### src/rtl/tcps_pkg.sv
package tcps_pkg;
  typedef enum logic [2:0] {
    CS_OFF      = 3'd0,
    CS_DIV1     = 3'd1,
    CS_DIV8     = 3'd2,
    CS_DIV64    = 3'd3,
    CS_DIV256   = 3'd4,
    CS_DIV1024  = 3'd5,
    CS_PIN_FALL = 3'd6,
    CS_PIN_RISE = 3'd7
  } cs_e;

  localparam int DIV_W = 10;
  localparam int NTAP  = 4;

  // log2 of each divider tap, lowest ratio first
  function automatic int tap_log(input int idx);
    case (idx)
      0:       return 3;
      1:       return 6;
      2:       return 8;
      default: return 10;
    endcase
  endfunction
endpackage

### src/rtl/tcps_divider.sv
module tcps_divider
  import tcps_pkg::*;
#(
  parameter int W  = DIV_W,
  parameter int NT = NTAP
) (
  input  logic          clk,
  input  logic          rst_n,
  output logic [NT-1:0] tap_o
);
  logic [W-1:0] cnt;

  always_ff @(posedge clk or negedge rst_n) begin
    if (!rst_n) cnt <= '0;
    else        cnt <= cnt + 1'b1;
  end

  for (genvar i = 0; i < NT; i++) begin : g_tap
    localparam logic [W-1:0] MASK = W'((1 << tap_log(i)) - 1);
    assign tap_o[i] = ((cnt & MASK) == MASK);

    assert_tap_single_R3: assert property (@(posedge clk) disable iff (!rst_n)
      tap_o[i] |=> !tap_o[i]);
  end

  assert_wrap_R3: assert property (@(posedge clk) disable iff (!rst_n)
    (cnt == {W{1'b1}}) |=> (cnt == '0));
endmodule

### src/rtl/tcps_pin_sync.sv
module tcps_pin_sync #(
  parameter int STAGES = 2
) (
  input  logic clk,
  input  logic rst_n,
  input  logic pin_i,
  output logic rise_o,
  output logic fall_o
);
  logic [STAGES:0] sh;

  always_ff @(posedge clk or negedge rst_n) begin
    if (!rst_n) sh <= '0;
    else        sh <= {sh[STAGES-1:0], pin_i};
  end

  assign rise_o =  sh[STAGES-1] & ~sh[STAGES];
  assign fall_o = ~sh[STAGES-1] &  sh[STAGES];

  assert_rise_once_R5: assert property (@(posedge clk) disable iff (!rst_n)
    rise_o |=> !rise_o);
  assert_fall_once_R4: assert property (@(posedge clk) disable iff (!rst_n)
    fall_o |=> !fall_o);
endmodule

### src/rtl/tmr_clk_prescaler.sv
module tmr_clk_prescaler
  import tcps_pkg::*;
(
  input  logic       clk,
  input  logic       rst_n,
  input  logic [2:0] sel_i,
  input  logic       ext_pin_i,
  output logic       tick_o
);
  logic [NTAP-1:0] tap;
  logic            pin_rise, pin_fall;
  logic            tick_d;
  cs_e             cs;

  tcps_divider #(.W(DIV_W), .NT(NTAP)) u_div (
    .clk   (clk),
    .rst_n (rst_n),
    .tap_o (tap)
  );

  tcps_pin_sync #(.STAGES(2)) u_sync (
    .clk    (clk),
    .rst_n  (rst_n),
    .pin_i  (ext_pin_i),
    .rise_o (pin_rise),
    .fall_o (pin_fall)
  );

  assign cs = cs_e'(sel_i);

  always_comb begin
    case (cs)
      CS_OFF:      tick_d = 1'b0;
      CS_DIV1:     tick_d = 1'b1;
      CS_DIV8:     tick_d = tap[0];
      CS_DIV64:    tick_d = tap[1];
      CS_DIV256:   tick_d = tap[2];
      CS_DIV1024:  tick_d = tap[3];
      CS_PIN_FALL: tick_d = pin_fall;
      CS_PIN_RISE: tick_d = pin_rise;
      default:     tick_d = 1'b0;
    endcase
  end

  always_ff @(posedge clk or negedge rst_n) begin
    if (!rst_n) tick_o <= 1'b0;
    else        tick_o <= tick_d;
  end

  assert_stop_R1: assert property (@(posedge clk) disable iff (!rst_n)
    ($past(rst_n) && $past(sel_i) == 3'd0) |-> !tick_o);
  assert_every_R2: assert property (@(posedge clk) disable iff (!rst_n)
    ($past(rst_n) && $past(sel_i) == 3'd1) |-> tick_o);
  assert_fall_R4: assert property (@(posedge clk) disable iff (!rst_n)
    ($past(rst_n) && $past(sel_i) == 3'd6) |-> (tick_o == $past(pin_fall)));
  assert_rise_R5: assert property (@(posedge clk) disable iff (!rst_n)
    ($past(rst_n) && $past(sel_i) == 3'd7) |-> (tick_o == $past(pin_rise)));
  assert_div_R7: assert property (@(posedge clk) disable iff (!rst_n)
    ($past(rst_n) && $past(sel_i) == 3'd2) |-> (tick_o == $past(tap[0])));
endmodule

### config.mk
export PLATFORM = sky130hd
export DESIGN_NAME = tmr_clk_prescaler
export DESIGN_NICKNAME = d
export VERILOG_FILES = /design/src/rtl/tcps_pkg.sv /design/src/rtl/tcps_divider.sv /design/src/rtl/tcps_pin_sync.sv /design/src/rtl/tmr_clk_prescaler.sv
export SDC_FILE = /design/constraint.sdc
export NUM_CORES = 1
export LEC_CHECK = 0
export ABC_CLOCK_PERIOD_IN_PS = 3200
export CAP_MARGIN = 20
export CORE_AREA = 2 2 39 41
export DETAILED_ROUTE_END_ITERATION = 7
export DIE_AREA = 0 0 41 43
export PLACE_DENSITY = 0.63
export REMOVE_ABC_BUFFERS = 1
export SLEW_MARGIN = 0
export SYNTH_ARGS = -nofsm -noshare
export SYNTH_HDL_FRONTEND = slang
export SYNTH_SLANG_ARGS = --single-unit
export TNS_END_PERCENT = 50
### constraint.sdc
create_clock -name clk -period 3.2 [get_ports clk]
set_input_delay 0.48 -clock clk [delete_from_list [all_inputs] [get_ports clk]]
set_output_delay 0.48 -clock clk [all_outputs]
set_load 0.05 [all_outputs]
**Yosys cells after proc, flatten, opt, wreduce, memory -nomap -nowiden**

Cells that the tools add are included.

- Output and inout port bits: 1
- Bits in registers: 14
- Word-level logic and storage cells: 21
- Input port bits: 6

- Reduce and logical (&&, ||, !) cells: 1
- Bitwise gates (word level): 4
- Add/subtract/negate cells: 1
- Mux-type cells: 1
- Equal/unequal tests: 11

Operators with widths:

| operator | count |
|---|---|
| 3-bit equality test (second input constant) | 5 |
| 10-bit by 1-bit adder with 10-bit output (second input constant) | 1 |
| 10-bit equality test (second input constant) | 1 |
| 8-bit equality test (second input constant) | 1 |
| 1-bit one-hot mux with 8 select lines | 1 |
| 3-bit by 2-bit equality test with 1-bit output (second input constant) | 2 |
| 6-bit equality test (second input constant) | 1 |
| 3-bit by 1-bit equality test with 1-bit output (second input constant) | 1 |
| 3-bit zero test | 1 |
| 1-bit bitwise AND | 2 |
| 1-bit inverter | 2 |

**Longest topological paths before layout**

- Depth after elaboration: 3
- Gate-level depth with buffers: 5
- Gate-level depth less buffers: 5

**Hierarchy**

A second synthesis with hierarchy kept.

- Cells, all modules: 51
- Area total of the unflattened synthesis: 621.8 sq um

By module, submodules not included:

| module | cells an instance | times used | area an instance (sq um) | sequential area each (sq um) |
|---|---|---|---|---|
| tcps_divider | 35 | 1 | 441.7 | 250.2 |
| tcps_pin_sync | 5 | 1 | 90.1 | 75.1 |
| tmr_clk_prescaler | 11 | 1 | 90.1 | 25.0 |

**Worst setup path after synthesis**

No wires, ideal clock.

- Kind: register to register
- Start: register u_div.cnt[0]
- End: register tick_o
- Period minus slack after synthesis: 1.238 ns
- Path buffers: 0
- Stages on the path, launching flop included: 6
- Library setup time: 0.082 ns
- Arrival: 1.156 ns
- Slack: 1.962 ns
- Required time: 3.118 ns
- Cell sequence: dfrtp_1 > ha_1 > ha_1 > a21oi_2 > a311o_1 > a22oi_2

- Longest elaborated chain between the ends: 2
- Elaborated cells between the ends (all ways): 5
- Those cells by class: eq/ne (4); mux (1)

Ends and longest elaborated chain:

| what | RTL line | text |
|---|---|---|
| start, declared | tcps_divider.sv:11 | `logic [W-1:0] cnt;` |
| start signal, assigned | tcps_divider.sv:15 | `else cnt <= cnt + 1'b1;` |
| 10-bit equality test, or another cell as far along | tcps_divider.sv:20 | `assign tap_o[i] = ((cnt & MASK) == MASK);` |
| 1-bit one-hot mux with 8 select lines * | tmr_clk_prescaler.sv:32 | `case (cs)` |
| net tick_d | tmr_clk_prescaler.sv:12 | `logic tick_d;` |
| end signal, assigned | tmr_clk_prescaler.sv:47 | `else tick_o <= tick_d;` |
| end, declared | tmr_clk_prescaler.sv:8 | `output logic tick_o` |

The timed path passes the listed nets; every way through them passes the cells marked *.

**Worst setup path after layout**

- Start: register tick_o
- End: output port tick_o

No word-level cell between the ends.

==> results.txt <==
----------------------------------------------------
[Routing]
  Met3 wire length ... around 26 um
  Drt via density ... 5.250
  Routed length on met1 ... between 400 and 500 um
  Number of design rule violations left after detail routing ... 0
  Antenna Violating Nets Remaining ... 0
  Top metal layer carrying routed signals ... met4
  Routed WL per cell ... between 10 and 15 um
  DR iter-0 viols ... 2
  Via count of the routed design ... 378
  Initial DRT Pass Iterations ... 2
  Met2 WL ... ~440 um
  Final wirelength ... just over 900 um

[Floorplan]
  Initial core utilization ... a little over two fifths
  Number of rows created at floorplan ... 14
  Y dimension of the die ... between 40 and 50 um
  I/O Pins ... 7
  Die extent in x ... 41 um
  Core Box Area ... 1384 sq um
  Full die area ... roughly 1800 sq um

[STA]
  Aggregate negative setup slack ... 0 ns
  Smallest setup slack after layout ... 1.330 ns
  Minimum clock period after layout ... around 1.9 ns
  Final hold violation count ... 0
  Total setup violations reported at the end of the flow ... 0
  Smallest hold slack ... around 0.36 ns
  Relative max-transition margin ... between 50 and 60%
  Unrepaired setup endpoints after global routing ... no
  Peak clock frequency supported by timing ... ~0.53 GHz
  Slew at the pin with the worst max-slew slack ... ~0.60 ns
  Fraction of the cycle the final worst path needs ... between 50% and 60%
  Number of pins with negative max-slew slack in the final report ... 0
  Largest clock skew in the final design ... slightly above 0.0005 ns

[CTS]
  Skew-Pair Late Insertion Delay ... ~0.27 ns
  CTS Buffer Depth ... 2
  Clock tree from TritonCTS ... built
  Post-CTS setup buffers ... 0
  Clock Sinks ... 14
  CTS root buffer ... sky130_fd_sc_hd__clkbuf_4
  Clock transition at the registers of the reported paths ... around 0.08 ns
  Number of hold-repair buffers added at the cts stage ... 0
  Level count of the clock H-tree ... 1
  Number of buffers inserted during clock tree synthesis ... 3
  PostCTS Resize Cnt ... 0

[Critical path]
  Critical Setup Path Class ... flop to primary output
  Largest fanout on the critical path ... 1
  Arr. time, crit path ... 1.39 ns
  Worst setup SP type ... flop
  Crit end category ... primary output
  Worst-case register-to-register setup slack ... 1.82 ns
  Required time at the worst-slack endpoint ... roughly 2.7 ns
  Delay of the slowest cell on the worst path ... 0.79 ns
  Cell Chain, Critical Path ... clkdlybuf4s50_1
  Slowest CP cell ... sky130_fd_sc_hd__clkdlybuf4s50_1
  Cell class contributing the biggest share of worst-path delay ... buffers and inverters
  Number of buffer and inverter instances along the worst setup path ... 1

[Layout]
  Final Net Count ... 65
  Count of inserted antenna diode cells ... 0
  Proportion of layout cells with a drive suffix above 1 ... approximately 14%
  Relative area change from synthesis to final layout ... 19.46%
  Fill cell instance count of the final layout ... approximately 130

[Placed design]
  Count of input and output buffers ... 6
  Weighted congestion reported at the end of routability-driven placement ... around 0.70
  Post-placement setup slack ... ~1.5 ns

[Worst hold path]
  Hold/Removal Path Class ... flop to flop

[Global route]
  Maximum number of pins on one net before global-route repair ... 15
  Antenna violations before repair ... 0
  Global router's overall resource usage ... between 10% and 20%
  Wire length of the first global-routing pass ... ~1600 um
  Vias in the first global route ... 389
  Grt total ovfl ... 0

[Synthesis]
  Number of distinct standard cells referenced by the synthesized netlist ... 19
  Proportion of synthesized chip area in sequential cells ... between 50% and 60%
  Synthesized flop and latch total ... 14
  Synthesized area per cell ... 13.00 sq um
  Cells after synthesis ... 46
  Post-synthesis cell area ... ~600 sq um
  Ys Warns ... 0

[Outcome]
  Result of the run ... completed

[Power]
  Leakage component of the power ... ~0.32 nW
  Power density over the cells ... 458.6 nW/um^2
  Maximum resistive drop on vdd ... approximately 270 uV

[Flow run]
  Max-cap check violation count ... 0

----------------------------------------------------
[state kept, by name, summed over array words and instances, names as in the netlist]
name,count
u_sync.sh,3
u_div.cnt,10
tick_o,1
[stage by stage]
stage | util [%] | cell area (sq um) | power [W] | std cells
final | 51.63 | 714.4 | 0.0003276 | 72
after global routing | 51.63 | 714.4 | 0.0003449 | 72
after floorplan | - | 598.1 | 0.0001941 | 46
after global placement | 49.01 | 678.2 | 0.0002086 | 68
after CTS | 51.63 | 714.4 | 0.0003310 | 72
after detailed placement | 49.01 | 678.2 | 0.0002086 | 68
[synth_stat cells]
library cell                n  area (sq um)
sky130_fd_sc_hd__mux2i_1    1         10.01
sky130_fd_sc_hd__nand2_1    3         11.26
sky130_fd_sc_hd__o31ai_1    1         7.510
sky130_fd_sc_hd__and3b_2    1         10.01
sky130_fd_sc_hd__a22oi_2    1         12.51
sky130_fd_sc_hd__and2_1     1         6.260
sky130_fd_sc_hd__and4_1     2         17.52
sky130_fd_sc_hd__dfrtp_1   14         350.3
sky130_fd_sc_hd__nand4_1    2         12.51
sky130_fd_sc_hd__a41oi_1    1         8.760
sky130_fd_sc_hd__a21oi_2    1         8.760
sky130_fd_sc_hd__ha_1       2         25.02
sky130_fd_sc_hd__nand3_1    2         10.01
sky130_fd_sc_hd__inv_1      3         11.26
sky130_fd_sc_hd__a311o_1    1         10.01
sky130_fd_sc_hd__and3_1     1         6.260
sky130_fd_sc_hd__xnor2_1    7         61.31
sky130_fd_sc_hd__nand2b_1   1         6.260
sky130_fd_sc_hd__o211ai_2   1         12.51
[path summary, 6_finish.rpt]
| check | endpoint | from | depth (start not counted) |
|---|---|---|---|
| setup reg to reg | tick_o | u_div.cnt[0] | 5 |
| hold reg to reg | u_sync.sh[1] | u_sync.sh[0] | 0 |
| min in group asynchronous | u_div.cnt[0] | rst_n | 1 |
| hold / removal | u_sync.sh[1] | u_sync.sh[0] | 0 |
| max in group asynchronous | u_div.cnt[8] | rst_n | 1 |
| setup / recovery | tick_o | tick_o | 1 |
[per-layer routing]
metal	vias to the layer above	GRT usage [%]
li1	183	-
met1	186	15.73
met2	7	22.19
met3	2	3.141
met4	0	8.000
met5	-	0
[cell usage in the layout, fill, tap and decap left out]
cell,n
sky130_fd_sc_hd__o211ai_2,1
sky130_fd_sc_hd__and3_1,1
sky130_fd_sc_hd__dfrtp_1,14
sky130_fd_sc_hd__nand2b_1,1
sky130_fd_sc_hd__xnor2_1,7
sky130_fd_sc_hd__nand4_1,2
sky130_fd_sc_hd__a41oi_1,1
sky130_fd_sc_hd__a21oi_2,1
sky130_fd_sc_hd__a22oi_2,1
sky130_fd_sc_hd__nand3_1,2
sky130_fd_sc_hd__clkdlybuf4s50_1,6
sky130_fd_sc_hd__and2_1,1
sky130_fd_sc_hd__clkbuf_4,3
sky130_fd_sc_hd__a311o_1,1
sky130_fd_sc_hd__nand2_1,3
sky130_fd_sc_hd__clkbuf_8,1
sky130_fd_sc_hd__mux2i_1,1
sky130_fd_sc_hd__o31ai_1,1
sky130_fd_sc_hd__inv_1,3
sky130_fd_sc_hd__ha_1,2
sky130_fd_sc_hd__and4_1,2
sky130_fd_sc_hd__and3b_2,1
[report_power, final]
part / total [W] / internal (W) / leakage (nW) / switching (W)
logic: 0.0000239 / 0.0000109 / 0.123 / 0.0000130
clock network: 0.000123 / 0.0000691 / 0.0210 / 0.0000539
registers: 0.000181 / 0.000180 / 0.173 / 0.00000104
total: 0.000328 / 0.000260 / 0.317 / 0.0000679
[final cells by class]
type / instances / area [sq um] / area share (%)
clock buffer: 4 / 36.28 / 5.079
sequential: 14 / 350.3 / 49.04
timing repair buffer: 6 / 60.06 / 8.406
tap: 16 / 20.02 / 2.802
multi-input combinational: 29 / 236.5 / 33.10
inverter: 3 / 11.26 / 1.576
[cell families (layout without fill, tap and decap cells)]
| logic type | count (synthesis) | in the layout | synth area share, % |
|---|---|---|---|
| flops | 14 | 14 | 58.58 |
| simple gates | 13 | 13 | 13.39 |
| xor+xnor | 7 | 7 | 10.25 |
| compound gates | 6 | 6 | 10.04 |
| buf+inv | 3 | 13 | 1.883 |
| fa+ha+maj | 2 | 2 | 4.183 |
| mux | 1 | 1 | 1.674 |
Power figures use the tool's default switching activity.
